### config.mk
export PLATFORM = sky130hd
export DESIGN_NAME = ptw_walker
export DESIGN_NICKNAME = d
export VERILOG_FILES = /design/src/rtl/ptw_pkg.sv /design/src/rtl/ptw_field_split.sv /design/src/rtl/ptw_entry_addr.sv /design/src/rtl/ptw_ctrl.sv /design/src/rtl/ptw_walker.sv
export SDC_FILE = /design/constraint.sdc
export NUM_CORES = 1
export LEC_CHECK = 0
export BUFFER_PORTS_ARGS = -buffer_cell sky130_fd_sc_hd__clkbuf_2
export CORE_ASPECT_RATIO = 1.2
export CORE_UTILIZATION = 25
export DETAILED_ROUTE_END_ITERATION = 16
export REMOVE_ABC_BUFFERS = 1
export SLEW_MARGIN = 20
export SYNTH_ARGS = -nofsm -noshare
export SYNTH_HDL_FRONTEND = slang
export SYNTH_SLANG_ARGS = --single-unit
### constraint.sdc
create_clock -name clk -period 3.05 [get_ports clk]
set_clock_uncertainty 0.05 [all_clocks]
set_input_delay 0.915 -clock clk [delete_from_list [all_inputs] [get_ports clk]]
set_output_delay 0.915 -clock clk [all_outputs]
set_load 0.005 [all_outputs]
### src/rtl/ptw_pkg.sv
package ptw_pkg;

   // Walk phases; one walk in flight at a time.
   typedef enum logic [2:0] {
      ST_IDLE,
      ST_RD_OUT,
      ST_WT_OUT,
      ST_RD_IN,
      ST_WT_IN,
      ST_DONE,
      ST_FAULT
   } walk_st_e;

   localparam int ENTRY_BYTES_LOG2 = 2;

endpackage

### src/rtl/ptw_field_split.sv
module ptw_field_split #(
   parameter int ADDR_W  = 32,
   parameter int OUTER_W = 12,
   parameter int INNER_W = 10
) (
   input  logic [ADDR_W-1:0]                 vaddr,
   output logic [OUTER_W-1:0]                outer_idx,
   output logic [INNER_W-1:0]                inner_idx,
   output logic [ADDR_W-OUTER_W-INNER_W-1:0] pg_off
);
   localparam int OFF_W = ADDR_W - OUTER_W - INNER_W;

   initial begin
      assert (OFF_W > 0) else $error("field split: no offset bits left");
   end

   // outer index on top, inner index next, offset at the bottom
   assign outer_idx = vaddr[ADDR_W-1 -: OUTER_W];
   assign inner_idx = vaddr[OFF_W +: INNER_W];
   assign pg_off    = vaddr[OFF_W-1:0];
endmodule

### src/rtl/ptw_entry_addr.sv
module ptw_entry_addr
   import ptw_pkg::*;
#(
   parameter int ADDR_W       = 32,
   parameter int IDX_W        = 10,
   parameter int BASE_ALIGN_W = 0
) (
   input  logic [ADDR_W-1:0] base,
   input  logic [IDX_W-1:0]  idx,
   output logic [ADDR_W-1:0] addr
);
   localparam int SPAN_W = IDX_W + ENTRY_BYTES_LOG2;

   initial begin
      assert (SPAN_W < ADDR_W) else $error("entry addr: index span too wide");
   end

   generate
      if (BASE_ALIGN_W >= SPAN_W) begin : g_merge
         // base guaranteed aligned past the table span: no carry can occur
         logic [SPAN_W-1:0] unused_low;
         assign unused_low = base[SPAN_W-1:0];
         assign addr = {base[ADDR_W-1:SPAN_W], idx, {ENTRY_BYTES_LOG2{1'b0}}};
      end else begin : g_add
         assign addr = base + {{(ADDR_W-SPAN_W){1'b0}}, idx, {ENTRY_BYTES_LOG2{1'b0}}};
      end
   endgenerate
endmodule

### src/rtl/ptw_ctrl.sv
module ptw_ctrl
   import ptw_pkg::*;
(
   input  logic     clk,
   input  logic     rst_n,
   input  logic     req_valid,
   input  logic     mem_req_ready,
   input  logic     mem_rsp_valid,
   input  logic     entry_ok,
   input  logic     rsp_ready,
   output walk_st_e st,
   output logic     take_req,
   output logic     take_outer,
   output logic     take_inner,
   output logic     fault_lvl
);
   walk_st_e st_nx;

   always_comb begin
      st_nx = st;
      unique case (st)
         ST_IDLE:   if (req_valid)     st_nx = ST_RD_OUT;
         ST_RD_OUT: if (mem_req_ready) st_nx = ST_WT_OUT;
         ST_WT_OUT: if (mem_rsp_valid) st_nx = entry_ok ? ST_RD_IN : ST_FAULT;
         ST_RD_IN:  if (mem_req_ready) st_nx = ST_WT_IN;
         ST_WT_IN:  if (mem_rsp_valid) st_nx = entry_ok ? ST_DONE : ST_FAULT;
         ST_DONE,
         ST_FAULT:  if (rsp_ready)     st_nx = ST_IDLE;
         default:                      st_nx = ST_IDLE;
      endcase
   end

   assign take_req   = (st == ST_IDLE) && req_valid;
   assign take_outer = (st == ST_WT_OUT) && mem_rsp_valid && entry_ok;
   assign take_inner = (st == ST_WT_IN) && mem_rsp_valid && entry_ok;

   always_ff @(posedge clk or negedge rst_n) begin
      if (!rst_n) begin
         st        <= ST_IDLE;
         fault_lvl <= 1'b0;
      end else begin
         st <= st_nx;
         if (mem_rsp_valid && (st == ST_WT_OUT || st == ST_WT_IN))
            fault_lvl <= (st == ST_WT_IN);
      end
   end

   AST_OUTER_BAD_FAULTS: assert property (@(posedge clk) disable iff (!rst_n)
      (st == ST_WT_OUT && mem_rsp_valid && !entry_ok) |=> (st == ST_FAULT && !fault_lvl));
   AST_INNER_BAD_FAULTS: assert property (@(posedge clk) disable iff (!rst_n)
      (st == ST_WT_IN && mem_rsp_valid && !entry_ok) |=> (st == ST_FAULT && fault_lvl));
   AST_IDLE_STAYS_IDLE: assert property (@(posedge clk) disable iff (!rst_n)
      (st == ST_IDLE && !req_valid) |=> (st == ST_IDLE));
endmodule

### src/rtl/ptw_walker.sv
module ptw_walker
   import ptw_pkg::*;
#(
   parameter int ADDR_W       = 32,
   parameter int OUTER_W      = 12,
   parameter int INNER_W      = 10,
   parameter int VALID_BIT    = 0,
   parameter int PTBR_ALIGN_W = 0
) (
   input  logic              clk,
   input  logic              rst_n,
   input  logic              req_valid,
   output logic              req_ready,
   input  logic [ADDR_W-1:0] req_vaddr,
   input  logic [ADDR_W-1:0] ptbr,
   output logic              mem_req_valid,
   input  logic              mem_req_ready,
   output logic [ADDR_W-1:0] mem_req_addr,
   input  logic              mem_rsp_valid,
   input  logic [ADDR_W-1:0] mem_rsp_data,
   output logic              rsp_valid,
   input  logic              rsp_ready,
   output logic [ADDR_W-1:0] rsp_paddr,
   output logic              rsp_fault,
   output logic              rsp_fault_level
);
   localparam int OFF_W   = ADDR_W - OUTER_W - INNER_W;
   localparam int FRAME_W = ADDR_W - OFF_W;

   initial begin
      assert (OFF_W > 0)            else $error("walker: index fields exceed address");
      assert (VALID_BIT < OFF_W)    else $error("walker: valid bit overlaps frame field");
      assert (OUTER_W > 0 && INNER_W > 0) else $error("walker: empty index field");
   end

   walk_st_e            st;
   logic                take_req, take_outer, take_inner, fault_lvl;
   logic                entry_ok;
   logic [ADDR_W-1:0]   va_q, ptbr_q, tbl_q;
   logic [FRAME_W-1:0]  frame_q;
   logic [OUTER_W-1:0]  outer_idx;
   logic [INNER_W-1:0]  inner_idx;
   logic [OFF_W-1:0]    pg_off;
   logic [ADDR_W-1:0]   out_addr, in_addr;
   logic                unused_rsp_bits;

   assign entry_ok        = mem_rsp_data[VALID_BIT];
   assign unused_rsp_bits = ^mem_rsp_data;

   ptw_ctrl ctrl_i (
      .clk           (clk),
      .rst_n         (rst_n),
      .req_valid     (req_valid),
      .mem_req_ready (mem_req_ready),
      .mem_rsp_valid (mem_rsp_valid),
      .entry_ok      (entry_ok),
      .rsp_ready     (rsp_ready),
      .st            (st),
      .take_req      (take_req),
      .take_outer    (take_outer),
      .take_inner    (take_inner),
      .fault_lvl     (fault_lvl)
   );

   ptw_field_split #(.ADDR_W(ADDR_W), .OUTER_W(OUTER_W), .INNER_W(INNER_W)) split_i (
      .vaddr     (va_q),
      .outer_idx (outer_idx),
      .inner_idx (inner_idx),
      .pg_off    (pg_off)
   );

   ptw_entry_addr #(.ADDR_W(ADDR_W), .IDX_W(OUTER_W), .BASE_ALIGN_W(PTBR_ALIGN_W)) outer_ea_i (
      .base (ptbr_q),
      .idx  (outer_idx),
      .addr (out_addr)
   );

   // inner base is only page aligned; the inner table may span several pages
   ptw_entry_addr #(.ADDR_W(ADDR_W), .IDX_W(INNER_W), .BASE_ALIGN_W(OFF_W)) inner_ea_i (
      .base (tbl_q),
      .idx  (inner_idx),
      .addr (in_addr)
   );

   always_ff @(posedge clk or negedge rst_n) begin
      if (!rst_n) begin
         va_q    <= '0;
         ptbr_q  <= '0;
         tbl_q   <= '0;
         frame_q <= '0;
      end else begin
         if (take_req) begin
            va_q   <= req_vaddr;
            ptbr_q <= ptbr;
         end
         if (take_outer) tbl_q   <= {mem_rsp_data[ADDR_W-1:OFF_W], {OFF_W{1'b0}}};
         if (take_inner) frame_q <= mem_rsp_data[ADDR_W-1:OFF_W];
      end
   end

   assign req_ready       = (st == ST_IDLE);
   assign mem_req_valid   = (st == ST_RD_OUT) || (st == ST_RD_IN);
   assign mem_req_addr    = (st == ST_RD_IN) ? in_addr : out_addr;
   assign rsp_valid       = (st == ST_DONE) || (st == ST_FAULT);
   assign rsp_fault       = (st == ST_FAULT);
   assign rsp_fault_level = rsp_fault && fault_lvl;
   assign rsp_paddr       = (st == ST_DONE) ? {frame_q, pg_off} : '0;

   AST_MEM_REQ_HOLD: assert property (@(posedge clk) disable iff (!rst_n)
      (mem_req_valid && !mem_req_ready) |=> (mem_req_valid && $stable(mem_req_addr)));
   AST_ONE_OUTSTANDING: assert property (@(posedge clk) disable iff (!rst_n)
      (mem_req_valid && mem_req_ready) |=> !mem_req_valid);
   AST_RESULT_HOLD: assert property (@(posedge clk) disable iff (!rst_n)
      (rsp_valid && !rsp_ready) |=> (rsp_valid && $stable(rsp_paddr) && $stable(rsp_fault)
                                     && $stable(rsp_fault_level)));
   AST_ACK_TO_IDLE: assert property (@(posedge clk) disable iff (!rst_n)
      (rsp_valid && rsp_ready) |=> (req_ready && !rsp_valid));
   AST_ACCEPT_STARTS_READ: assert property (@(posedge clk) disable iff (!rst_n)
      (req_valid && req_ready) |=> (mem_req_valid && !req_ready));
   AST_FAULT_NO_ADDR: assert property (@(posedge clk) disable iff (!rst_n)
      $rose(rsp_fault) |-> (rsp_paddr == '0));
endmodule

==> flow_summary.ini <==
[timing]
fin_hold_ws_ns = 0.450
hold_viol = 0
tightest_slew_ns = 0.505
setup_violations = 25
fin_ws_ns = -0.624
rsz0062_at_grt = true
period_share_pct = 120
tns_ns = -11.20
drv_slew = 0
layout_min_cycle_time_ns = 3.67
maxSlewHeadroom_pct = 66.3
fmax_ghz = 0.272

[place]
place_area_mm2 = 0.00757
dp_slack_ns = -0.451
gp_congestion = 0.799
port_buffers = 161
dp_hpwl_um = 12000

[setup_path]
cp-start-kind = flip-flop
r2r-end = ptbr_q[6]$_DFFE_PN0P_
crit_slowest_cell = a221o_2
r2r_slack_ns = 0.89
path_class = flip-flop to primary output
crit_fanout = 8
r2r-start = ctrl_i.st[2]$_DFFE_PN0P_
slowest_delay_ns = 0.46
rr_worst_depth = 4
worstSetupEndpointType = primary output
worstPathRequired_ns = 2.08
path_cells = ha_1, o21a_1, or2_1, and3_1, a221o_2, and3_4, xnor2_2, a21oi_2, buf_2
cp.arrival_ns = 2.71

[finish]
diodes = 0
area_growth_pct = 37.3
layout-drive-gt1-share_pct = 52.5
nets = 862
design_area_mm2 = 0.00830
multi_input_area_mm2 = 0.00344
fillers = 2375
register_area_mm2 = 0.00280

[drt]
viasPerCell = 4.43
wl_um = 16200
vias = 4710
drc_errors = 0
drt_iter0_drc = 104
firstDrtPassIters = 4
wl_per_cell_um = 15.2
ant_nets = 0

[yosys]
synth_top_area_cell = dfrtp_1
synthTopCellsByArea = dfrtp_1 46%, mux2_2 20%, and2_1 3.8%
ys_seq_elements = 112
syn_avg_cell_area_um2 = 11.2
synthCells = 541
synth_most_common_cell = dfrtp_1
synth_cell_types = 41
yosysTopAreaCellShare_pct = 46.4
async_reset_ff_share_pct = 100
yosysWarningCount = 0
synth_area_mm2 = 0.00605
ys_seq_area_share_pct = 46.4
synth_flop_cell = dfrtp_1
synthTopCellsByCount = 112 x dfrtp_1, 109 x mux2_2, 41 x nand2_1, 37 x and2_1
synth_edf_count = 0

[floorplan]
fp.dieW_um = 144
core.rowCount = 61
fp.coreArea_mm2 = 0.0234
pin_count = 171
start_util_pct = 25.8
fp.dieH_um = 172
dieArea_mm2 = 0.0248

[cts]
clk_pin_slew_ns = 0.08
insertion_delay_ns = 0.35
clockRootBuffer = clkbuf_16
ctsHoldBuffers = 0
cts_buffers = 9
cts_sinks = 112
cts_buffer_depth = 2
h-tree-depth = 3
cts_tree = yes

[worst_hold_path]
hold_depth = 1
min_to = va_q[5]$_DFFE_PN0P_
hold_start = va_q[5]$_DFFE_PN0P_
hold_path.class = flip-flop to flip-flop

[status]
outcome = complete, but fails checks
failed_checks = negative setup slack

[pwr]
power_density_mw_per_mm2 = 1180
power.total_w = 0.00980
ir_drop_mv = 0.345
p_leak_nw = 3.79

[global_routing]
grt_pass1_vias = 4868
antenna_found_initial = 0
gr-total-overflow = 0
grt_max_degree = 58
grt_pass1_wl_um = 25200
grt_use_total_pct = 13.4

[run]
cap_violations = 0
metrics by stage:
stage	cells	utilization, %
6_report	1064	35.4
4_1_cts	1062	34.9
5_1_grt	1064	35.4
3_5_place_dp	1040	32.3
3_3_place_gp	1040	32.3
2_1_floorplan	516	-
power breakdown:
part | switching [W] | internal, W | total, W
sequential | 0.000565 | 0.00224 | 0.00281
combinational | 0.00259 | 0.00299 | 0.00558
clock | 0.000597 | 0.000817 | 0.00141
cell usage in the layout, fill, tap and decap left out, types with 6 or more instances in the layout:
cell       count
buf_2         11
clkbuf_2     149
and3_1        17
mux2_2       109
xnor2_1       18
clkbuf_16      9
ha_1          10
o21ai_2        6
and2_1        36
o21ai_1       14
a21oi_2       11
nand2_1       37
nand3_1       10
dfrtp_1      112
o21ai_0        7
nor2_1        18
a21oi_1       15
xor2_1        24
buf_4         46
area by class of cell:
class | count | share of cell area, %
Clock buffer | 9 | 2.71
Clock inverter | 7 | 1.51
Inverter | 2 | 0.0905
Multi-Input combinational cell | 403 | 41.5
Sequential cell | 112 | 33.8
Tap cell | 315 | 4.75
Timing Repair Buffer | 216 | 15.7
critical path, delay by kind of cell (launching register included):
family                     cells  cell delay, ns
DFF                            1            0.39
AOI/OAI and AO/OA              3            0.76
buffers and inverters          1            0.14
adders and majority gates      1            0.31
xor gates and xnor gates       1            0.13
and+or+nand+nor                3            0.62
how the worst max path moves through the flow:
stage	from	to	slack [ns]	depth (start not counted)
after floorplan	ctrl_i.st[1]$_DFFE_PN0P_	mem_req_addr[10]	-0.63	3
after global placement	va_q[21]$_DFFE_PN0P_	mem_req_addr[21]	-0.46	9
after detailed placement	va_q[21]$_DFFE_PN0P_	mem_req_addr[21]	-0.45	9
after CTS	ptbr_q[3]$_DFFE_PN0P_	mem_req_addr[21]	-0.74	9
after global routing	va_q[21]$_DFFE_PN0P_	mem_req_addr[21]	-0.74	9
final	va_q[25]$_DFFE_PN0P_	mem_req_addr[21]	-0.62	9
metal layers:
metal / share of wire (%) / routed length [µm] / global-route usage, % / vias up
li1: - / - / - / 2300
met1: 43 / 7040 / 16.0 / 2298
met2: 52 / 8340 / 24.1 / 98
met3: 3.4 / 543 / 2.19 / 14
met4: 1.7 / 270 / 4.58 / 0
met5: 0 / 0 / 0 / -
sequential cells by signal (all words and copies together) (netlist names):
register / flops
ctrl_i.fault_lvl: 1
ctrl_i.st: 3
frame_q: 22
ptbr_q: 32
tbl_q: 22
va_q: 32
kinds of logic after synthesis:
family | synth area share [%]
and+or+nand+nor | 13.0
muxes | 20.8
DFF | 46.4
AOI/OAI and AO/OA | 7.49
xor gates and xnor gates | 6.81
buffers and inverters | 1.97
adders and majority gates | 3.56
what timing repair did:
action / 4_1_cts / 5_1_grt
pin swaps: 54 / 22
gates cloned: 1 / 0
resized for setup: 55 / 29
setup endpoints to repair: 25 / 26
buffers inserted: 5 / 4
(Power assumes the default switching activity.)
